### src/rtl/csp_pkg.sv
package csp_pkg;

    localparam int DWORD_W = 32;
    localparam int DESC_W  = 2 * DWORD_W;
    localparam int ID_W    = 20;
    localparam int PAGE_LSB = 12;

    localparam int B_VALID    = 0;
    localparam int B_FORCE_PD = 1;
    localparam int B_FORCE_FL = 2;
    localparam int B_MODE_LO  = 3;
    localparam int B_COHERENT = 5;
    localparam int B_PRIV     = 8;
    localparam int B_ID_LO    = 32;

    typedef enum logic [1:0] {
        MODE_ADV    = 2'd0,
        MODE_LEG    = 2'd1,
        MODE_ADV_AD = 2'd2,
        MODE_LEG64  = 2'd3
    } addr_mode_e;

    typedef struct packed {
        logic             valid;
        logic             force_pd;
        logic             force_full;
        logic             coherent;
        logic             priv;
        addr_mode_e       mode;
        logic [ID_W-1:0]  ctx_id;
        logic             fmt_ok;
    } desc_fields_t;

    typedef enum logic [1:0] {
        SEQ_E1_HI = 2'd0,
        SEQ_E1_LO = 2'd1,
        SEQ_E0_HI = 2'd2,
        SEQ_E0_LO = 2'd3
    } seq_pos_e;

    typedef enum logic {
        LC_ACCEPT = 1'b0,
        LC_HOLD   = 1'b1
    } lc_state_e;

endpackage

### src/rtl/csp_bus_slave.sv
module csp_bus_slave #(
    parameter int ADDR_W   = 12,
    parameter int DATA_W   = 32,
    parameter logic [ADDR_W-1:0] SUB_OFS  = 12'h230,
    parameter logic [ADDR_W-1:0] STAT_OFS = 12'h234
) (
    input  logic              clk,
    input  logic              rst_n,
    input  logic              bus_wr,
    input  logic              bus_rd,
    input  logic [ADDR_W-1:0] bus_addr,
    input  logic [DATA_W-1:0] bus_wdata,
    input  logic [DATA_W-1:0] status_word,
    output logic              sub_wr,
    output logic [DATA_W-1:0] sub_data,
    output logic [DATA_W-1:0] bus_rdata,
    output logic              bus_rvalid
);

    logic hit_sub;
    logic hit_stat;

    always_comb begin
        hit_sub  = (bus_addr == SUB_OFS);
        hit_stat = (bus_addr == STAT_OFS);
        sub_wr   = bus_wr && hit_sub;
        sub_data = bus_wdata;
    end

    // Read path: registered, one cycle of latency.
    always_ff @(posedge clk) begin
        if (!rst_n) begin
            bus_rvalid <= 1'b0;
            bus_rdata  <= '0;
        end else begin
            bus_rvalid <= bus_rd;
            if (bus_rd && hit_stat) begin
                bus_rdata <= status_word;
            end else begin
                bus_rdata <= '0;
            end
        end
    end

    // every read strobe is answered exactly one cycle later
    a_r8_read_answered: assert property (@(posedge clk) disable iff (!rst_n)
        bus_rd |=> bus_rvalid);
    a_r8_no_spurious_rvalid: assert property (@(posedge clk) disable iff (!rst_n)
        !bus_rd |=> !bus_rvalid);

endmodule

### src/rtl/csp_dword_seq.sv
module csp_dword_seq
    import csp_pkg::*;
(
    input  logic               clk,
    input  logic               rst_n,
    input  logic               accept,
    input  logic               sub_wr,
    input  logic [DWORD_W-1:0] sub_data,
    output logic [DESC_W-1:0]  desc0,
    output logic [DESC_W-1:0]  desc1,
    output seq_pos_e           pos,
    output logic               last_wr,
    output logic               last_valid
);

    seq_pos_e pos_nxt;
    logic     take;

    always_comb begin
        take    = sub_wr && accept;
        pos_nxt = pos;
        if (take) begin
            unique case (pos)
                SEQ_E1_HI: pos_nxt = SEQ_E1_LO;
                SEQ_E1_LO: pos_nxt = SEQ_E0_HI;
                SEQ_E0_HI: pos_nxt = SEQ_E0_LO;
                SEQ_E0_LO: pos_nxt = SEQ_E1_HI;
                default:   pos_nxt = SEQ_E1_HI;
            endcase
        end
        last_wr    = take && (pos == SEQ_E0_LO);
        last_valid = sub_data[B_VALID];
    end

    // State register
    always_ff @(posedge clk) begin
        if (!rst_n) begin
            pos <= SEQ_E1_HI;
        end else begin
            pos <= pos_nxt;
        end
    end

    // Dword latches, steered by the current position
    always_ff @(posedge clk) begin
        if (!rst_n) begin
            desc0 <= '0;
            desc1 <= '0;
        end else if (take) begin
            unique case (pos)
                SEQ_E1_HI: desc1[DESC_W-1:DWORD_W] <= sub_data;
                SEQ_E1_LO: desc1[DWORD_W-1:0]      <= sub_data;
                SEQ_E0_HI: desc0[DESC_W-1:DWORD_W] <= sub_data;
                SEQ_E0_LO: desc0[DWORD_W-1:0]      <= sub_data;
                default: ;
            endcase
        end
    end

    // while writes are refused the latched state does not move
    a_r7_frozen_when_refused: assert property (@(posedge clk) disable iff (!rst_n)
        !accept |=> ($stable(desc0) && $stable(desc1) && $stable(pos)));

endmodule

### src/rtl/csp_launch_ctrl.sv
module csp_launch_ctrl
    import csp_pkg::*;
(
    input  logic clk,
    input  logic rst_n,
    input  logic last_wr,
    input  logic last_valid,
    input  logic eng_busy,
    output logic accept,
    output logic launch,
    output logic err,
    output logic pending
);

    lc_state_e state;
    lc_state_e state_nxt;
    logic      fire;
    logic      bad;

    always_comb begin
        state_nxt = state;
        fire      = 1'b0;
        bad       = 1'b0;
        unique case (state)
            LC_ACCEPT: begin
                if (last_wr && !last_valid) begin
                    bad = 1'b1;
                end else if (last_wr && eng_busy) begin
                    state_nxt = LC_HOLD;
                end else if (last_wr) begin
                    fire = 1'b1;
                end
            end
            LC_HOLD: begin
                if (!eng_busy) begin
                    fire      = 1'b1;
                    state_nxt = LC_ACCEPT;
                end
            end
            default: state_nxt = LC_ACCEPT;
        endcase
    end

    // State register
    always_ff @(posedge clk) begin
        if (!rst_n) begin
            state <= LC_ACCEPT;
        end else begin
            state <= state_nxt;
        end
    end

    // Outputs
    always_ff @(posedge clk) begin
        if (!rst_n) begin
            launch <= 1'b0;
            err    <= 1'b0;
        end else begin
            launch <= fire;
            if (fire) begin
                err <= 1'b0;
            end else if (bad) begin
                err <= 1'b1;
            end
        end
    end

    always_comb begin
        accept  = (state == LC_ACCEPT);
        pending = (state == LC_HOLD);
    end

    // a launch lasts one cycle
    a_r3_launch_one_cycle: assert property (@(posedge clk) disable iff (!rst_n)
        launch |=> !launch);
    // no launch while the engine stays busy
    a_r6_hold_while_busy: assert property (@(posedge clk) disable iff (!rst_n)
        (pending && eng_busy) |=> !launch);
    // an error is never raised together with a launch
    a_r5_error_no_launch: assert property (@(posedge clk) disable iff (!rst_n)
        $rose(err) |-> !launch);

endmodule

### src/rtl/csp_desc_decode.sv
module csp_desc_decode
    import csp_pkg::*;
(
    input  logic [DESC_W-1:0] desc,
    output desc_fields_t      fields
);

    logic rsvd_clear;
    logic id_match;

    always_comb begin
        rsvd_clear = (desc[DESC_W-1:B_ID_LO+ID_W] == '0)
                  && (desc[PAGE_LSB-1:B_PRIV+1] == '0)
                  && (desc[B_PRIV-1:B_COHERENT+1] == '0);
        id_match   = (desc[B_ID_LO+ID_W-1:B_ID_LO] == desc[PAGE_LSB+ID_W-1:PAGE_LSB]);

        fields.valid      = desc[B_VALID];
        fields.force_pd   = desc[B_FORCE_PD];
        fields.force_full = desc[B_FORCE_FL];
        fields.coherent   = desc[B_COHERENT];
        fields.priv       = desc[B_PRIV];
        fields.mode       = addr_mode_e'(desc[B_MODE_LO+1:B_MODE_LO]);
        fields.ctx_id     = desc[B_ID_LO+ID_W-1:B_ID_LO];
        fields.fmt_ok     = rsvd_clear && id_match;
    end

endmodule

### src/rtl/ctx_submit_port.sv
module ctx_submit_port
    import csp_pkg::*;
#(
    parameter int ADDR_W = 12,
    parameter logic [ADDR_W-1:0] SUB_OFS  = 12'h230,
    parameter logic [ADDR_W-1:0] STAT_OFS = 12'h234,
    parameter int N_EL = 2
) (
    input  logic                 clk,
    input  logic                 rst_n,
    input  logic                 bus_wr,
    input  logic                 bus_rd,
    input  logic [ADDR_W-1:0]    bus_addr,
    input  logic [31:0]          bus_wdata,
    output logic [31:0]          bus_rdata,
    output logic                 bus_rvalid,
    input  logic                 eng_busy,
    output logic                 launch,
    output logic [63:0]          launch_desc0,
    output logic [63:0]          launch_desc1,
    output logic                 err,
    output logic [N_EL-1:0]      el_valid,
    output logic [N_EL-1:0]      el_force_pd,
    output logic [N_EL-1:0]      el_force_full,
    output logic [N_EL-1:0]      el_coherent,
    output logic [N_EL-1:0]      el_priv,
    output logic [2*N_EL-1:0]    el_mode,
    output logic [20*N_EL-1:0]   el_ctx_id,
    output logic [N_EL-1:0]      el_fmt_ok
);

    localparam int STAT_PAD = DWORD_W - 4;

    logic               sub_wr;
    logic [DWORD_W-1:0] sub_data;
    logic [DWORD_W-1:0] status_word;
    logic               accept;
    logic               pending;
    logic               last_wr;
    logic               last_valid;
    seq_pos_e           pos;
    logic [DESC_W-1:0]  desc0;
    logic [DESC_W-1:0]  desc1;
    logic [DESC_W-1:0]  desc_arr [N_EL];
    desc_fields_t       fld [N_EL];

    always_comb begin
        status_word = {{STAT_PAD{1'b0}}, err, pending, pos};
    end

    csp_bus_slave #(
        .ADDR_W   (ADDR_W),
        .DATA_W   (DWORD_W),
        .SUB_OFS  (SUB_OFS),
        .STAT_OFS (STAT_OFS)
    ) u_bus (
        .clk         (clk),
        .rst_n       (rst_n),
        .bus_wr      (bus_wr),
        .bus_rd      (bus_rd),
        .bus_addr    (bus_addr),
        .bus_wdata   (bus_wdata),
        .status_word (status_word),
        .sub_wr      (sub_wr),
        .sub_data    (sub_data),
        .bus_rdata   (bus_rdata),
        .bus_rvalid  (bus_rvalid)
    );

    csp_dword_seq u_seq (
        .clk        (clk),
        .rst_n      (rst_n),
        .accept     (accept),
        .sub_wr     (sub_wr),
        .sub_data   (sub_data),
        .desc0      (desc0),
        .desc1      (desc1),
        .pos        (pos),
        .last_wr    (last_wr),
        .last_valid (last_valid)
    );

    csp_launch_ctrl u_ctrl (
        .clk        (clk),
        .rst_n      (rst_n),
        .last_wr    (last_wr),
        .last_valid (last_valid),
        .eng_busy   (eng_busy),
        .accept     (accept),
        .launch     (launch),
        .err        (err),
        .pending    (pending)
    );

    always_comb begin
        desc_arr[0]  = desc0;
        desc_arr[1]  = desc1;
        launch_desc0 = desc0;
        launch_desc1 = desc1;
    end

    for (genvar e = 0; e < N_EL; e++) begin : g_el
        csp_desc_decode u_dec (
            .desc   (desc_arr[e]),
            .fields (fld[e])
        );
        always_comb begin
            el_valid[e]            = fld[e].valid;
            el_force_pd[e]         = fld[e].force_pd;
            el_force_full[e]       = fld[e].force_full;
            el_coherent[e]         = fld[e].coherent;
            el_priv[e]             = fld[e].priv;
            el_mode[2*e +: 2]      = fld[e].mode;
            el_ctx_id[20*e +: 20]  = fld[e].ctx_id;
            el_fmt_ok[e]           = fld[e].fmt_ok;
        end
    end

    // a launch always carries a valid element 0
    a_r3_launch_has_valid: assert property (@(posedge clk) disable iff (!rst_n)
        launch |-> el_valid[0]);
    // while held the sequence sits at its start
    a_r7_hold_at_start: assert property (@(posedge clk) disable iff (!rst_n)
        pending |-> (pos == SEQ_E1_HI));
    // a launch clears the error flag in the same cycle
    a_r5_launch_clears_err: assert property (@(posedge clk) disable iff (!rst_n)
        launch |-> !err);

endmodule

### config.mk
export PLATFORM = sky130hd
export DESIGN_NAME = ctx_submit_port
export DESIGN_NICKNAME = d
export VERILOG_FILES = /design/src/rtl/csp_pkg.sv /design/src/rtl/csp_bus_slave.sv /design/src/rtl/csp_dword_seq.sv /design/src/rtl/csp_launch_ctrl.sv /design/src/rtl/csp_desc_decode.sv /design/src/rtl/ctx_submit_port.sv
export SDC_FILE = /design/constraint.sdc
export NUM_CORES = 1
export LEC_CHECK = 0
export ABC_AREA = 1
export BUFFER_PORTS_ARGS = -buffer_cell sky130_fd_sc_hd__buf_4
export CORE_ASPECT_RATIO = 0.75
export CORE_MARGIN = 2
export CORE_UTILIZATION = 25
export CTS_CLUSTER_DIAMETER = 80
export DETAILED_ROUTE_END_ITERATION = 8
export PLACE_DENSITY_LB_ADDON = 0.2
export SLEW_MARGIN = 10
export SYNTH_ARGS = -nofsm -noshare
export SYNTH_HDL_FRONTEND = slang
export SYNTH_SLANG_ARGS = --single-unit
export TNS_END_PERCENT = 100
### constraint.sdc
create_clock -name clk -period 1.9 [get_ports clk]
set_clock_uncertainty 0.1 [all_clocks]
set_input_delay 0.38 -clock clk [delete_from_list [all_inputs] [get_ports clk]]
set_output_delay 0.38 -clock clk [all_outputs]
set_load 0.1 [all_outputs]
==> run metrics <==
Clock Latency Late Sink 0.42 ns; sequential cell area fraction in the yosys report 0.429; final setup vio count 2; Max rail drop VDD 0.592 mV; CTS max path bufs 2; violations in the final reports setup timing; final-report max-slew violation count 0; top post-synthesis cells by area dfxtp_1 (43%), nor2_1 (18%), buf_4 (9.6%); Cell Count, Final, Fillers Out roughly 1,400; Yosys top cell by area dfxtp_1; delay-heaviest family, CP simple AND/OR/NAND/NOR gates; vias in the first global route 5,665; crit path DAT 1.68 ns; CORE AREA approximately 25,000 um^2; slowest stage delay, CP 0.33 ns; Cells after DPL 1,375; DRC violations left 0; Post-synth ARST share 0; DRT Pass-1 Iters 5; Bufs and invs on worst path 2; crit path cell chain nor3_4, buf_4, nand3_1, nor2_2, nand2_2, nor2_4, buf_12; IO Pins 268; worst slack, placed -0.0147 ns; synthesized instance count 870; largest net degree at the start of global routing ~130; count leader, synth nor2_1; Yosys top cell area share 0.429; Worst Max-Slew Pin Slew ~0.54 ns; CP required 1.42 ns; Relative slew margins 0.641; Sink Count 138; max-cap violation count 0; nets ~1,100; FMAX ~460 MHz; final hold slack 0.0579 ns; Initial DRC Count approximately 380; cts bufs inserted 17; RSZ-0062 raised after global routing true; final instance area 9170 um^2; Static Leak 4.58 nW; Tmin final ~2.2 ns; mapped cell area 6430 um^2; Syn Area/Cell 7.40 um^2; top cells by count, synth nor2_1 (301), dfxtp_1 (138), o21ai_0 (116), buf_4 (82), nand2_1 (59); initial antenna violation count 0; Die Span Y 143 um; Setup CP Type reg -> out; layout cells sized above 1 0.431; die area roughly 27,000 um^2; P&R area growth vs syn 42.5%; Antenna diodes 0; EDFF count, synth 0; Buffers on Ports 239; post-synthesis register bit count around 140; row cnt 50; Routed Antenna Nets 0; H-tree levels 4; Yosys warning count 0; Fin. Hold Viols 0; clk root buf clkbuf_16; final worst slack -0.260 ns; Detail Placement HPWL approximately 18,000 um; Reg clk slew, reported paths 0.06 ns; status finished with violations; DR vias/cell between 4 and 5; CTS tree yes; grt total ovfl 0; Vias 6,054; final period utilization 1.14; routability cong. 0.773; placed cell area between 8000 and 9000 um^2; initial core utilization 0.256; power per cell area 719 nW/um^2; WL per Instance 17.0 um; gr usage total 0.177; routed wire length 24,000 um; critical path launch point type flop; Hold Crit Class in -> reg; CP max FO 2; Critical Path Sink Type primary output; global-route wire length before repair 35,300 um; Post-synth top flop dfxtp_1; width of the chip 189 um; critical path's slowest cell dfxtp_2; post-synth cell types 26
## area by class of cell
class,count,area [um^2]
Clock buffer,28,571
Clock inverter,4,23.8
Fill cell,2652,16000
Inverter,57,221
Multi-Input combinational cell,582,2730
Sequential cell,138,3120
Tap cell,338,423
Timing Repair Buffer,265,2090
## cells in the final DEF (no fill, tap or decap), types with 4 or more instances in the layout
cell / Yosys / final
nor2_8: 4 / 4
nand4_1: 8 / 8
o22ai_1: 7 / 7
o21ai_0: 116 / 110
xnor2_1: 4 / 4
xor2_1: 7 / 7
nor3_1: 7 / 4
clkbuf_16: 0 / 20
o21ai_1: 21 / 25
nor2_1: 301 / 288
inv_2: 5 / 18
nor2_4: 2 / 7
ha_1: 5 / 5
inv_1: 52 / 36
nand2_1: 59 / 55
nor2_2: 1 / 9
conb_1: 1 / 28
buf_12: 0 / 8
clkbuf_8: 0 / 4
clkbuf_1: 12 / 4
buf_4: 82 / 257
dfxtp_1: 138 / 24
dfxtp_4: 0 / 84
dfxtp_2: 0 / 30
## through the flow
step | TNS (ns) | util | power [mW]
finish | -0.483 | 0.365 | 6.59
global route | -0.670 | 0.365 | 6.81
CTS | -0.578 | 0.361 | 6.66
detailed placement | -0.0254 | 0.335 | 3.32
global placement | -0.0461 | 0.335 | 3.32
floorplan | -0.178 | - | 3.18
## path summary, 6_finish.rpt
check / slack, ns / cells past startpoint / end / from
max reg2reg: 0.18 / 8 / u_seq.desc0[44] / u_seq.pos[0]
max: -0.26 / 7 / el_fmt_ok[0] / u_seq.desc0[60]
min reg2reg: 0.37 / 2 / u_bus.bus_rdata[2] / u_ctrl.pending
min: 0.06 / 3 / u_bus.bus_rvalid / bus_rd
## worst register-to-register path: stages (launching register included)
cell and delay (ns):
dfxtp_1 0.40, inv_1 0.13, ha_1 0.23, inv_1 0.14, nor2_8 0.07, inv_2 0.26
buf_12 0.18, nor2_1 0.04, nor2_1 0.10
## what timing repair did
| item | CTS | global route |
|---|---|---|
| buffers inserted | 1 | 4 |
| hold buffers | 0 | 0 |
| endpoints found under the setup margin | 2 | 30 |
| pin swaps | 11 | 7 |
| resized for setup | 18 | 22 |
| gates cloned | 0 | 0 |
## report_power, final
part | leakage [nW] | total (mW) | internal, mW | switching [mW]
Combinational | 3.09 | 0.479 | 0.0823 | 0.397
Sequential | 1.19 | 2.77 | 2.77 | 0.000443
Clock | 0.296 | 3.34 | 2.04 | 1.30
Total | 4.58 | 6.59 | 4.90 | 1.69
## state kept, by name, indices dropped and copies added, names as in the netlist
signal            flops
u_ctrl.launch         1
u_bus.bus_rdata       4
u_ctrl.pending        1
u_seq.pos             2
u_seq.desc1          64
u_bus.bus_rvalid      1
u_seq.desc0          64
u_ctrl.err            1
## routing by layer
metal	GRT usage	vias to the layer above	share of wire
met4	0.0477	0	0.0097
li1	-	3025	-
met1	0.262	2815	0.51
met3	0.0349	17	0.056
met5	0	-	0
met2	0.259	197	0.42
## kinds of logic (layout without fill, tap and decap cells)
group	after synthesis	count (layout)	share of synthesized area
AOI/OAI and AO/OA	148	148	0.117
xor gates and xnor gates	11	11	0.0150
adders and majority gates	5	5	0.00972
buffers and inverters	177	354	0.179
DFF	138	138	0.429
other	1	28	0.000583
and+or+nand+nor	390	390	0.249
Power figures use the tool's default switching activity.
